--- config.mk ---
export PLATFORM = sky130hd
export DESIGN_NAME = wdog_ctrl
export DESIGN_NICKNAME = d
export VERILOG_FILES = /design/src/rtl/wdog_pkg.sv /design/src/rtl/wdog_regif.sv /design/src/rtl/wdog_counter.sv /design/src/rtl/wdog_ctrl.sv
export SDC_FILE = /design/constraint.sdc
export NUM_CORES = 1
export LEC_CHECK = 0
export ABC_AREA = 1
export BUFFER_PORTS_ARGS = -buffer_cell sky130_fd_sc_hd__buf_2
export CAP_MARGIN = 20
export CORE_ASPECT_RATIO = 1.4
export CORE_MARGIN = 2
export CORE_UTILIZATION = 60
export CTS_BUF_LIST = sky130_fd_sc_hd__clkbuf_16
export CTS_CLUSTER_SIZE = 14
export DETAILED_ROUTE_END_ITERATION = 16
export PLACE_DENSITY_LB_ADDON = 0.15
export SETUP_SLACK_MARGIN = 0.5
export SYNTH_ARGS = -nofsm -noshare
export SYNTH_HDL_FRONTEND = slang
export SYNTH_HIERARCHICAL = 1
export SYNTH_SLANG_ARGS = --single-unit
--- constraint.sdc ---
create_clock -name clk -period 5.5 [get_ports clk]
set_clock_uncertainty 0.15 [all_clocks]
set_input_delay 0.825 -clock clk [delete_from_list [all_inputs] [get_ports clk]]
set_output_delay 0.825 -clock clk [all_outputs]
set_load 0.01 [all_outputs]
--- src/rtl/wdog_pkg.sv ---
package wdog_pkg;

    localparam logic [7:0]  WD_KEY      = 8'hAC;
    localparam logic [15:0] WD_NMI_CODE = 16'h0020;

    localparam int MODE_NMI_BIT  = 3;
    localparam int MODE_HALT_BIT = 4;

    typedef enum logic [1:0] {
        REG_MODE = 2'd0,
        REG_KEY  = 2'd1,
        REG_RUN  = 2'd2
    } reg_sel_e;

    typedef struct packed {
        logic mode_wr;
        logic key_ok;
        logic key_bad;
        logic run_clr;
    } bus_evt_t;

endpackage

--- src/rtl/wdog_regif.sv ---
module wdog_regif
    import wdog_pkg::*;
#(
    parameter int SEL_W = 3
) (
    input  logic             wr_en,
    input  logic [1:0]       wr_addr,
    input  logic [7:0]       wr_data,
    output bus_evt_t         evt,
    output logic [SEL_W-1:0] mode_sel,
    output logic             mode_nmi,
    output logic             mode_halt
);

    logic unused_hi;
    assign unused_hi = ^wr_data[7:5];

    assign mode_sel  = wr_data[SEL_W-1:0];
    assign mode_nmi  = wr_data[MODE_NMI_BIT];
    assign mode_halt = wr_data[MODE_HALT_BIT];

    always_comb begin
        evt = '0;
        if (wr_en) begin
            case (wr_addr)
                REG_MODE: evt.mode_wr = 1'b1;
                REG_KEY: begin
                    evt.key_ok  = (wr_data == WD_KEY);
                    evt.key_bad = (wr_data != WD_KEY);
                end
                REG_RUN:  evt.run_clr = wr_data[0];
                default:  evt = '0;
            endcase
        end
    end

endmodule

--- src/rtl/wdog_counter.sv ---
module wdog_counter #(
    parameter int TAP_LSB  = 10,
    parameter int NUM_TAPS = 8,
    parameter int SEL_W    = 3,
    parameter int CNT_W    = TAP_LSB + NUM_TAPS
) (
    input  logic             clk,
    input  logic             rst_n,
    input  logic             count_en,
    input  logic             clear,
    input  logic [SEL_W-1:0] tap_sel,
    output logic             ovf,
    output logic [CNT_W-1:0] cnt
);

    logic [CNT_W:0]   lim [NUM_TAPS];
    logic [CNT_W:0]   nxt;
    logic [CNT_W-1:0] cnt_d, cnt_q;

    for (genvar g = 0; g < NUM_TAPS; g++) begin : g_tap
        assign lim[g] = (CNT_W+1)'(1) << (TAP_LSB + g);
    end

    assign nxt = {1'b0, cnt_q} + (CNT_W+1)'(1);
    assign ovf = count_en && !clear && (nxt >= lim[tap_sel]);
    assign cnt = cnt_q;

    always_comb begin
        cnt_d = cnt_q;
        if (clear || ovf) begin
            cnt_d = '0;
        end else if (count_en) begin
            cnt_d = nxt[CNT_W-1:0];
        end
    end

    always_ff @(posedge clk or negedge rst_n) begin
        if (!rst_n) begin
            cnt_q <= '0;
        end else begin
            cnt_q <= cnt_d;
        end
    end

endmodule

--- src/rtl/wdog_ctrl.sv ---
module wdog_ctrl
    import wdog_pkg::*;
#(
    parameter int TAP_LSB  = 10,
    parameter int NUM_TAPS = 8
) (
    input  logic        clk,
    input  logic        rst_n,
    input  logic        wr_en,
    input  logic [1:0]  wr_addr,
    input  logic [7:0]  wr_data,
    input  logic        stop_i,
    output logic        nmi_req_o,
    output logic [15:0] nmi_code_o,
    output logic        rst_req_o
);

    localparam int SEL_W = $clog2(NUM_TAPS);
    localparam int CNT_W = TAP_LSB + NUM_TAPS;

    typedef struct packed {
        logic             locked;
        logic [SEL_W-1:0] sel;
        logic             nmi_mode;
        logic             running;
        logic             cleared;
        logic             nmi;
        logic             rst;
    } ctl_t;

    ctl_t             st_d, st_q;
    bus_evt_t         evt;
    logic [SEL_W-1:0] mode_sel;
    logic             mode_nmi, mode_halt;
    logic             svc_clear, force_to, cnt_clear, count_en, ovf, timeout;
    logic [CNT_W-1:0] cnt_w;
    logic             running_w;
    logic             locked_w;
    logic [SEL_W-1:0] sel_w;

    wdog_regif #(.SEL_W(SEL_W)) u_regif (
        .wr_en     (wr_en),
        .wr_addr   (wr_addr),
        .wr_data   (wr_data),
        .evt       (evt),
        .mode_sel  (mode_sel),
        .mode_nmi  (mode_nmi),
        .mode_halt (mode_halt)
    );

    assign svc_clear = st_q.running && (evt.key_ok || evt.run_clr);
    assign force_to  = st_q.running && evt.key_bad;
    assign cnt_clear = svc_clear || force_to;
    assign count_en  = st_q.running && !stop_i;

    wdog_counter #(
        .TAP_LSB  (TAP_LSB),
        .NUM_TAPS (NUM_TAPS),
        .SEL_W    (SEL_W),
        .CNT_W    (CNT_W)
    ) u_cnt (
        .clk      (clk),
        .rst_n    (rst_n),
        .count_en (count_en),
        .clear    (cnt_clear),
        .tap_sel  (st_q.sel),
        .ovf      (ovf),
        .cnt      (cnt_w)
    );

    assign timeout = force_to || ovf;

    always_comb begin
        st_d     = st_q;
        st_d.nmi = timeout && st_q.nmi_mode;
        st_d.rst = timeout && !st_q.nmi_mode;
        if (timeout) begin
            st_d.cleared = 1'b0;
        end else if (svc_clear) begin
            st_d.cleared = 1'b1;
        end
        if (evt.mode_wr && !st_q.locked) begin
            st_d.locked   = 1'b1;
            st_d.sel      = mode_sel;
            st_d.nmi_mode = mode_nmi;
            if (mode_halt && st_q.cleared) begin
                st_d.running = 1'b0;
            end
        end
    end

    always_ff @(posedge clk or negedge rst_n) begin
        if (!rst_n) begin
            st_q          <= '0;
            st_q.sel      <= SEL_W'(NUM_TAPS - 1);
            st_q.running  <= 1'b1;
        end else begin
            st_q <= st_d;
        end
    end

    assign nmi_req_o  = st_q.nmi;
    assign rst_req_o  = st_q.rst;
    assign nmi_code_o = st_q.nmi ? WD_NMI_CODE : 16'h0000;
    assign running_w  = st_q.running;
    assign locked_w   = st_q.locked;
    assign sel_w      = st_q.sel;

endmodule

==> impl_metrics.toml, run 1 <==
[status]
status = "finished clean"

[flow_run]
maxCapViolCount = 0

[sta]
finalSetupViolations = 0
finalCritPeriodShare = 0.589
worstMarginPinSlew_ns = 0.602
grt_setup_unrepaired = "no"
fin_crit_ns = 3.24
hold_viol_final = 0
whs_ns = 0.273
slew_headroom = 0.599
maxSlewViolCount = 0
tns_ns = 0
max_freq_ghz = 0.309
finalWorstSetupSlack_ns = 2.26

[place]
dpl.cell_count = 359
gp_congestion = 0.896
hpwl_um = 3190
place_area_um2 = 2150
dp_slack_ns = 2.32
portBuffers = 16

[pwr]
finalPower_mw = 0.601
power.switching_mw = 0.214
switching_share = 0.357
ir_worst_vdd_v = 0.000176
seqPwrFrac = 0.425
clkPwrFrac = 0.281
internal_power_mw = 0.387
pwr-share-comb = 0.294
powerDensity_nw_per_um2 = 269
p_leak_nw = 1.11

[clock_tree]
cts_tree = "built"
cts-resized-gates = 0
cts_setup_buffers = 0
clkTransAtPathRegs_ns = 0.07
ctsHoldBuffers = 0
cts.sinks = 27
cts-htree-levels = 1
cts_root_buf = "clkbuf_16"
clk_latency_ns = 0.26
cts_buffers = 3
clock_path_buffers = 2

[layout]
area_growth_pct = 4.26
fill_cells = 309
drive_gt1_frac = 0.142
num-nets-final = 348
antenna_cells = 0
fin_cells = 363
fin_util = 0.656
final_area_um2 = 2240

[drt]
antenna_left = 0
drt-vias-per-instance = 4.91
drtPass1Iterations = 4
routedWlPerCell_um = 11.0
vias = 1783
drt-initial-drc-count = 29
route.detailed.drc = 0
wl_um = 4000

[setup_path]
worstSetupPathType = "flip-flop to flip-flop"
worst-path-max-fanout = 17
cp.required_ns = 5.53
crit_top_cell = "nand2_1"
critPathTopFamily = "simple AND/OR/NAND/NOR gates"
crit_slowest_cell = "dfrtp_1"
crit_chain = "ha_1, nand3_1, nor2_1, nand2_1, nor3_2, xor2_1, ha_1, nand2_1, inv_1, nand2_1, nand3_1, nand2_1, nand2_1, a21oi_1, nand3_4, o21ai_0"
cp.arrival_ns = 3.27
path_buf_inv = 1
crit_path_start_kind = "flip-flop"
worstSetupEndpointType = "flip-flop"
cp_slowest_stage_delay_ns = 0.43

[yosys]
yosysUniqueCellTypes = 28
ys_ff_latch = 27
synth_top_area_share = 0.268
syn_avg_cell_area_um2 = 6.90
syn_area_um2 = 2140
yosysWarningCount = 6
ys_seq_area_frac = 0.317
yosysTopAreaCell = "dfrtp_1"
syn_inst = 311
synth.area.top_cells = "dfrtp_1 (27%), nand2_1 (16%), inv_1 (8.8%), buf_4 (7.4%), nor2_1 (6.1%)"
ys.flop_type = "dfrtp_1"
synth_edf_count = 0
synthArstFlopShare = 1.00

[grt]
grt_usage = 0.228
antenna_found_initial = 0
grt_remaining_overflow = 0
grt_first_pass_wirelength_um = 6840
grt_max_degree = 28
first_global_vias = 1680

[die]
io_pins = 32
die-area_um2 = 4080
die_h_um = 74.7
num_rows = 25
die_w_um = 54.5
core-area_um2 = 3410
initial_core_util = 0.629

[hold_path]
min_path_type = "flip-flop to flip-flop"
[power groups by stage]
stage | registers, mW | clock network [mW] | logic [mW]
finish | 0.255 | 0.169 | 0.177
global route | 0.261 | 0.181 | 0.203
CTS | 0.255 | 0.172 | 0.178
detailed placement | 0.259 | 0 | 0.177
global placement | 0.259 | 0 | 0.174
floorplan | 0.254 | 0 | 0.155
[cells in the mapped netlist, types with 7 or more instances]
| library cell | n |
|---|---|
| dfrtp_1 | 23 |
| nand4_1 | 7 |
| o21ai_2 | 9 |
| o21ai_0 | 10 |
| xor2_1 | 7 |
| nand2_1 | 93 |
| nor2_1 | 35 |
| ha_1 | 10 |
| nand3_1 | 15 |
| inv_1 | 50 |
| buf_4 | 21 |
[cells in the final DEF (no fill, tap or decap), drive strengths merged]
| cell | synthesis | final |
|---|---|---|
| ha | 10 | 10 |
| nor2 | 40 | 40 |
| nand3b | 2 | 2 |
| nand4 | 7 | 7 |
| nor3 | 5 | 5 |
| dfstp | 4 | 4 |
| o21bai | 1 | 1 |
| clkbuf | 1 | 3 |
| or2 | 2 | 2 |
| inv | 51 | 51 |
| clkinvlp | 0 | 1 |
| nand2 | 93 | 93 |
| nand3 | 17 | 17 |
| xor2 | 7 | 7 |
| conb | 1 | 15 |
| a21boi | 1 | 1 |
| o21ai | 19 | 19 |
| dfrtp | 23 | 23 |
| buf | 22 | 17 |
| a21oi | 5 | 5 |
[final cells by class]
cell class | instances | area [µm²] | share of cell area
multi-input combinational | 224 | 1140 | 0.511
sequential | 27 | 681 | 0.304
inverter | 51 | 191 | 0.0856
timing repair buffer | 17 | 87.6 | 0.0392
clock buffer | 3 | 75.1 | 0.0336
tap | 40 | 50.0 | 0.0224
clock inverter | 1 | 7.51 | 0.00336
[registers in the layout (all words and copies together) (netlist names)]
register   cells
u_cnt/cnt     18
sel_w          3
nmi_req_o      1
locked_w       1
st_q           2
rst_req_o      1
running_w      1
[metal layers]
layer / global-route usage / vias to the layer above / routed length, µm
met1: 0.262 / 799 / 1680
met2: 0.420 / 31 / 2160
met4: 0.0778 / 0 / 53
met5: 0 / - / 0
li1: - / 949 / -
met3: 0.0278 / 4 / 112
[worst paths after layout]
| check | from | to | slack [ns] | cells past startpoint |
|---|---|---|---|---|
| min in group asynchronous | rst_n | u_cnt/cnt[10] | 0.42 | 1 |
| hold reg to reg | st_q[4] | rst_req_o | 0.27 | 1 |
| setup reg to reg | u_cnt/cnt[0] | u_cnt/cnt[16] | 2.26 | 16 |
| setup / recovery | u_cnt/cnt[0] | u_cnt/cnt[16] | 2.26 | 16 |
| max in group asynchronous | rst_n | u_cnt/cnt[17] | 4.39 | 1 |
| hold / removal | st_q[4] | rst_req_o | 0.27 | 1 |
[kinds of logic after synthesis]
| group | after synthesis | synth area share |
|---|---|---|
| AOI/OAI and AO/OA | 26 | 0.0840 |
| xor gates and xnor gates | 7 | 0.0286 |
| adders and majority gates | 10 | 0.0583 |
| buffers and inverters | 74 | 0.174 |
| DFF | 27 | 0.317 |
| other | 1 | 0.00175 |
| and+or+nand+nor | 166 | 0.336 |
Power figures use the tool's default switching activity.
==> run 2, diff against run 1 <==
--- a/config.mk
+++ b/config.mk
@@ -5,12 +5,12 @@
 export SDC_FILE = /design/constraint.sdc
 export NUM_CORES = 1
 export LEC_CHECK = 0
-export ABC_AREA = 1
+export ABC_AREA = 0
 export BUFFER_PORTS_ARGS = -buffer_cell sky130_fd_sc_hd__buf_2
 export CAP_MARGIN = 20
 export CORE_ASPECT_RATIO = 1.4
 export CORE_MARGIN = 2
-export CORE_UTILIZATION = 60
+export CORE_UTILIZATION = 57
 export CTS_BUF_LIST = sky130_fd_sc_hd__clkbuf_16
 export CTS_CLUSTER_SIZE = 14
 export DETAILED_ROUTE_END_ITERATION = 16
==> constraint.sdc (replaced) <==
create_clock -name clk -period 3.25 [get_ports clk]
set_clock_uncertainty 0.15 [all_clocks]
set_input_delay 0.4875 -clock clk [delete_from_list [all_inputs] [get_ports clk]]
set_output_delay 0.4875 -clock clk [all_outputs]
set_load 0.01 [all_outputs]
==> run 2 against run 1 <==
The flow now finishes with violations (negative setup slack). Non-clock buffer count rose by 42. Clock power is 72% higher. Register-to-register slack worse by 2.3 ns. Sequential power rose by 71%. Global-route usage rose by 2.9 points. Combinational power rose to 4.7 times the previous value. Critical path type unchanged.
==> impl_metrics.toml, run 2 <==
[grt]
first_global_vias = 1996
grt_usage = 0.257
grt_first_pass_wirelength_um = 8850
grt_max_degree = 28
antenna_found_initial = 0
grt_remaining_overflow = 0

[sta]
hold_viol_final = 0
fin_crit_ns = 3.31
finalCritPeriodShare = 1.02
finalWorstSetupSlack_ns = -0.0647
max_freq_ghz = 0.302
slew_headroom = 0.428
worstMarginPinSlew_ns = 0.855
grt_setup_unrepaired = "yes"
maxSlewViolCount = 0
finalSetupViolations = 13
whs_ns = 0.0824

[clock_tree]
cts.sinks = 27
cts_buffers = 3
cts_root_buf = "clkbuf_16"
clock_path_buffers = 2
clkTransAtPathRegs_ns = 0.07
cts_tree = "built"
ctsHoldBuffers = 0
cts-htree-levels = 1
clk_latency_ns = 0.26

[yosys]
syn_avg_cell_area_um2 = 8.67
synth_common_cells = "nand2_1 (26), dfrtp_1 (23), buf_4 (22)"
synth_compound_area_frac = 0.157
yosysTopAreaCell = "dfrtp_1"
synth_top_family_by_area = "simple AND/OR/NAND/NOR gates"
synth_edf_count = 0
ys_ff_latch = 27
synth.mux.area_fraction = 0.0210
yosysWarningCount = 6
syn_area_um2 = 2140
syn_inst = 247
synth-simple-area-share = 0.294
ys_seq_area_frac = 0.318
yosys.area_share.adder = 0.0584
synth.area.top_cells = "dfrtp_1 (27%), buf_4 (7.7%), ha_1 (5.8%), a21oi_1 (4.9%), dfstp_2 (4.9%)"
synthArstFlopShare = 1.00
ys.flop_type = "dfrtp_1"
synth_xor_area_frac = 0.0409
synth_top_area_share = 0.269
yosysUniqueCellTypes = 55
yosysMostFrequentCell = "nand2_1"

[drt]
antenna_left = 0
drt-initial-drc-count = 71
vias = 1954
drt-met1-wl_um = 2020
drtPass1Iterations = 4
routedWlPerCell_um = 16.2
top_layer = "met4"
dr_wl_met3_um = 213
route.detailed.drc = 0
drt-vias-per-instance = 5.89
met2_wirelength_um = 2960
wl_um = 5380

[status]
status = "complete, but fails checks"
violations = "negative setup slack"

[die]
num_rows = 26
initial_core_util = 0.593
die-area_um2 = 4270
core-area_um2 = 3610
io_pins = 32
die_w_um = 55.8
die_h_um = 76.5

[pwr]
ir_worst_vdd_v = 0.000504
powerDensity_nw_per_um2 = 577
p_leak_nw = 1.17
finalPower_mw = 1.55

[setup_path]
reg2regPathDepth = 15
r2r_slack_ns = -0.06
crit_chain = "ha_4, and3_4, nand4_1, nor2_2, buf_4, xnor2_2, ha_1, nand4_1, nor4_2, o211ai_1, a2111oi_4, nor2_4, bufbuf_16, nand3_1, a21oi_1"
crit_slowest_cell = "dfrtp_1"
r2r-end = "u_cnt/cnt[17]"
worstSetupEndpointType = "flip-flop"
crit_path_start_kind = "flip-flop"
reg2reg_from = "u_cnt/cnt[1]"
worstSetupPathType = "flip-flop to flip-flop"
cp.arrival_ns = 3.32
cp_slowest_stage_delay_ns = 0.41
cp.required_ns = 3.25
crit_top_cell = "nand4_1"
worst-path-max-fanout = 6

[layout]
antenna_cells = 0
largest_reg_flops = 18
final_common_cell = "buf_4"
num-nets-final = 315
drive_gt1_frac = 0.397
mostFrequentLayoutCells = "buf_4 (41), nand2_1 (25), dfrtp_1 (23)"
area_growth_pct = 25.4
final_area_um2 = 2690

[flow_run]
maxCapViolCount = 0

[place]
gp_congestion = 0.942
portBuffers = 16
dp_slack_ns = -0.0894
place_area_um2 = 2410
hpwl_um = 3770

[hold_path]
min_path_type = "primary input to asynchronous set/reset pin"
==> run 2: metal layers <==
metal,track usage,vias up
li1,-,935
met1,0.282,940
met2,0.477,63
met3,0.0306,16
met4,0.124,0
met5,0,-
==> run 2: worst max-delay path by stage <==
stage	from	to	slack, ns	cells after the start
6_report	u_cnt/cnt[1]	u_cnt/cnt[17]	-0.06	15
5_1_grt	u_cnt/cnt[0]	u_cnt/cnt[17]	-0.24	15
4_1_cts	u_cnt/cnt[1]	u_cnt/cnt[17]	0.03	15
3_5_place_dp	u_cnt/cnt[0]	u_cnt/cnt[9]	-0.09	14
3_3_place_gp	u_cnt/cnt[0]	u_cnt/cnt[9]	-0.03	14
2_1_floorplan	u_cnt/cnt[0]	st_q[2]	-0.02	16
==> run 2: critical path, delay by kind of cell, from the launching register on <==
family / cells / cell delay (ns)
flops: 1 / 0.41
simple gates: 7 / 1.09
compound gates: 3 / 0.55
fa+ha+maj: 2 / 0.48
xor+xnor: 1 / 0.07
buf+inv: 2 / 0.43
==> run 2: cells by family (layout without fill, tap and decap cells) <==
group / after synthesis / in the layout
and+or+nand+nor: 109 / 109
muxes: 4 / 4
adders and majority gates: 10 / 10
DFF: 27 / 27
xor gates and xnor gates: 10 / 10
AOI/OAI and AO/OA: 49 / 49
buffers and inverters: 37 / 66
other: 1 / 15
==> run 2: final cells by class <==
cell class,instances,area [µm²]
Sequential cell,27,681
Inverter,3,11.3
Clock buffer,3,75.1
Multi-Input combinational cell,197,1420
Clock inverter,1,7.51
Fill cell,253,926
Tap cell,42,52.6
Timing Repair Buffer,59,440
==> run 2: report_power, final <==
group	internal [mW]	leakage (nW)	switching [mW]	total, mW
clock network	0.167	0.0371	0.123	0.290
logic	0.426	0.780	0.398	0.824
registers	0.392	0.353	0.0439	0.436
==> run 2: timing repair <==
action / in CTS / in global routing
buffers inserted: 6 / 3
endpoints found under the hold margin: 0 / 0
setup endpoints to repair: 21 / 21
gates resized for setup: 13 / 7
cloned: 1 / 0
pin swaps: 12 / 4
==> run 2: metrics by stage <==
stage | utilization | cells | setup TNS, ns
after floorplan | - | 261 | -0.0191
after global placement | 0.666 | 318 | -0.0350
after detailed placement | 0.666 | 318 | -0.439
after CTS | 0.730 | 329 | 0
after global routing | 0.744 | 332 | -3.68
final | 0.744 | 332 | -0.555
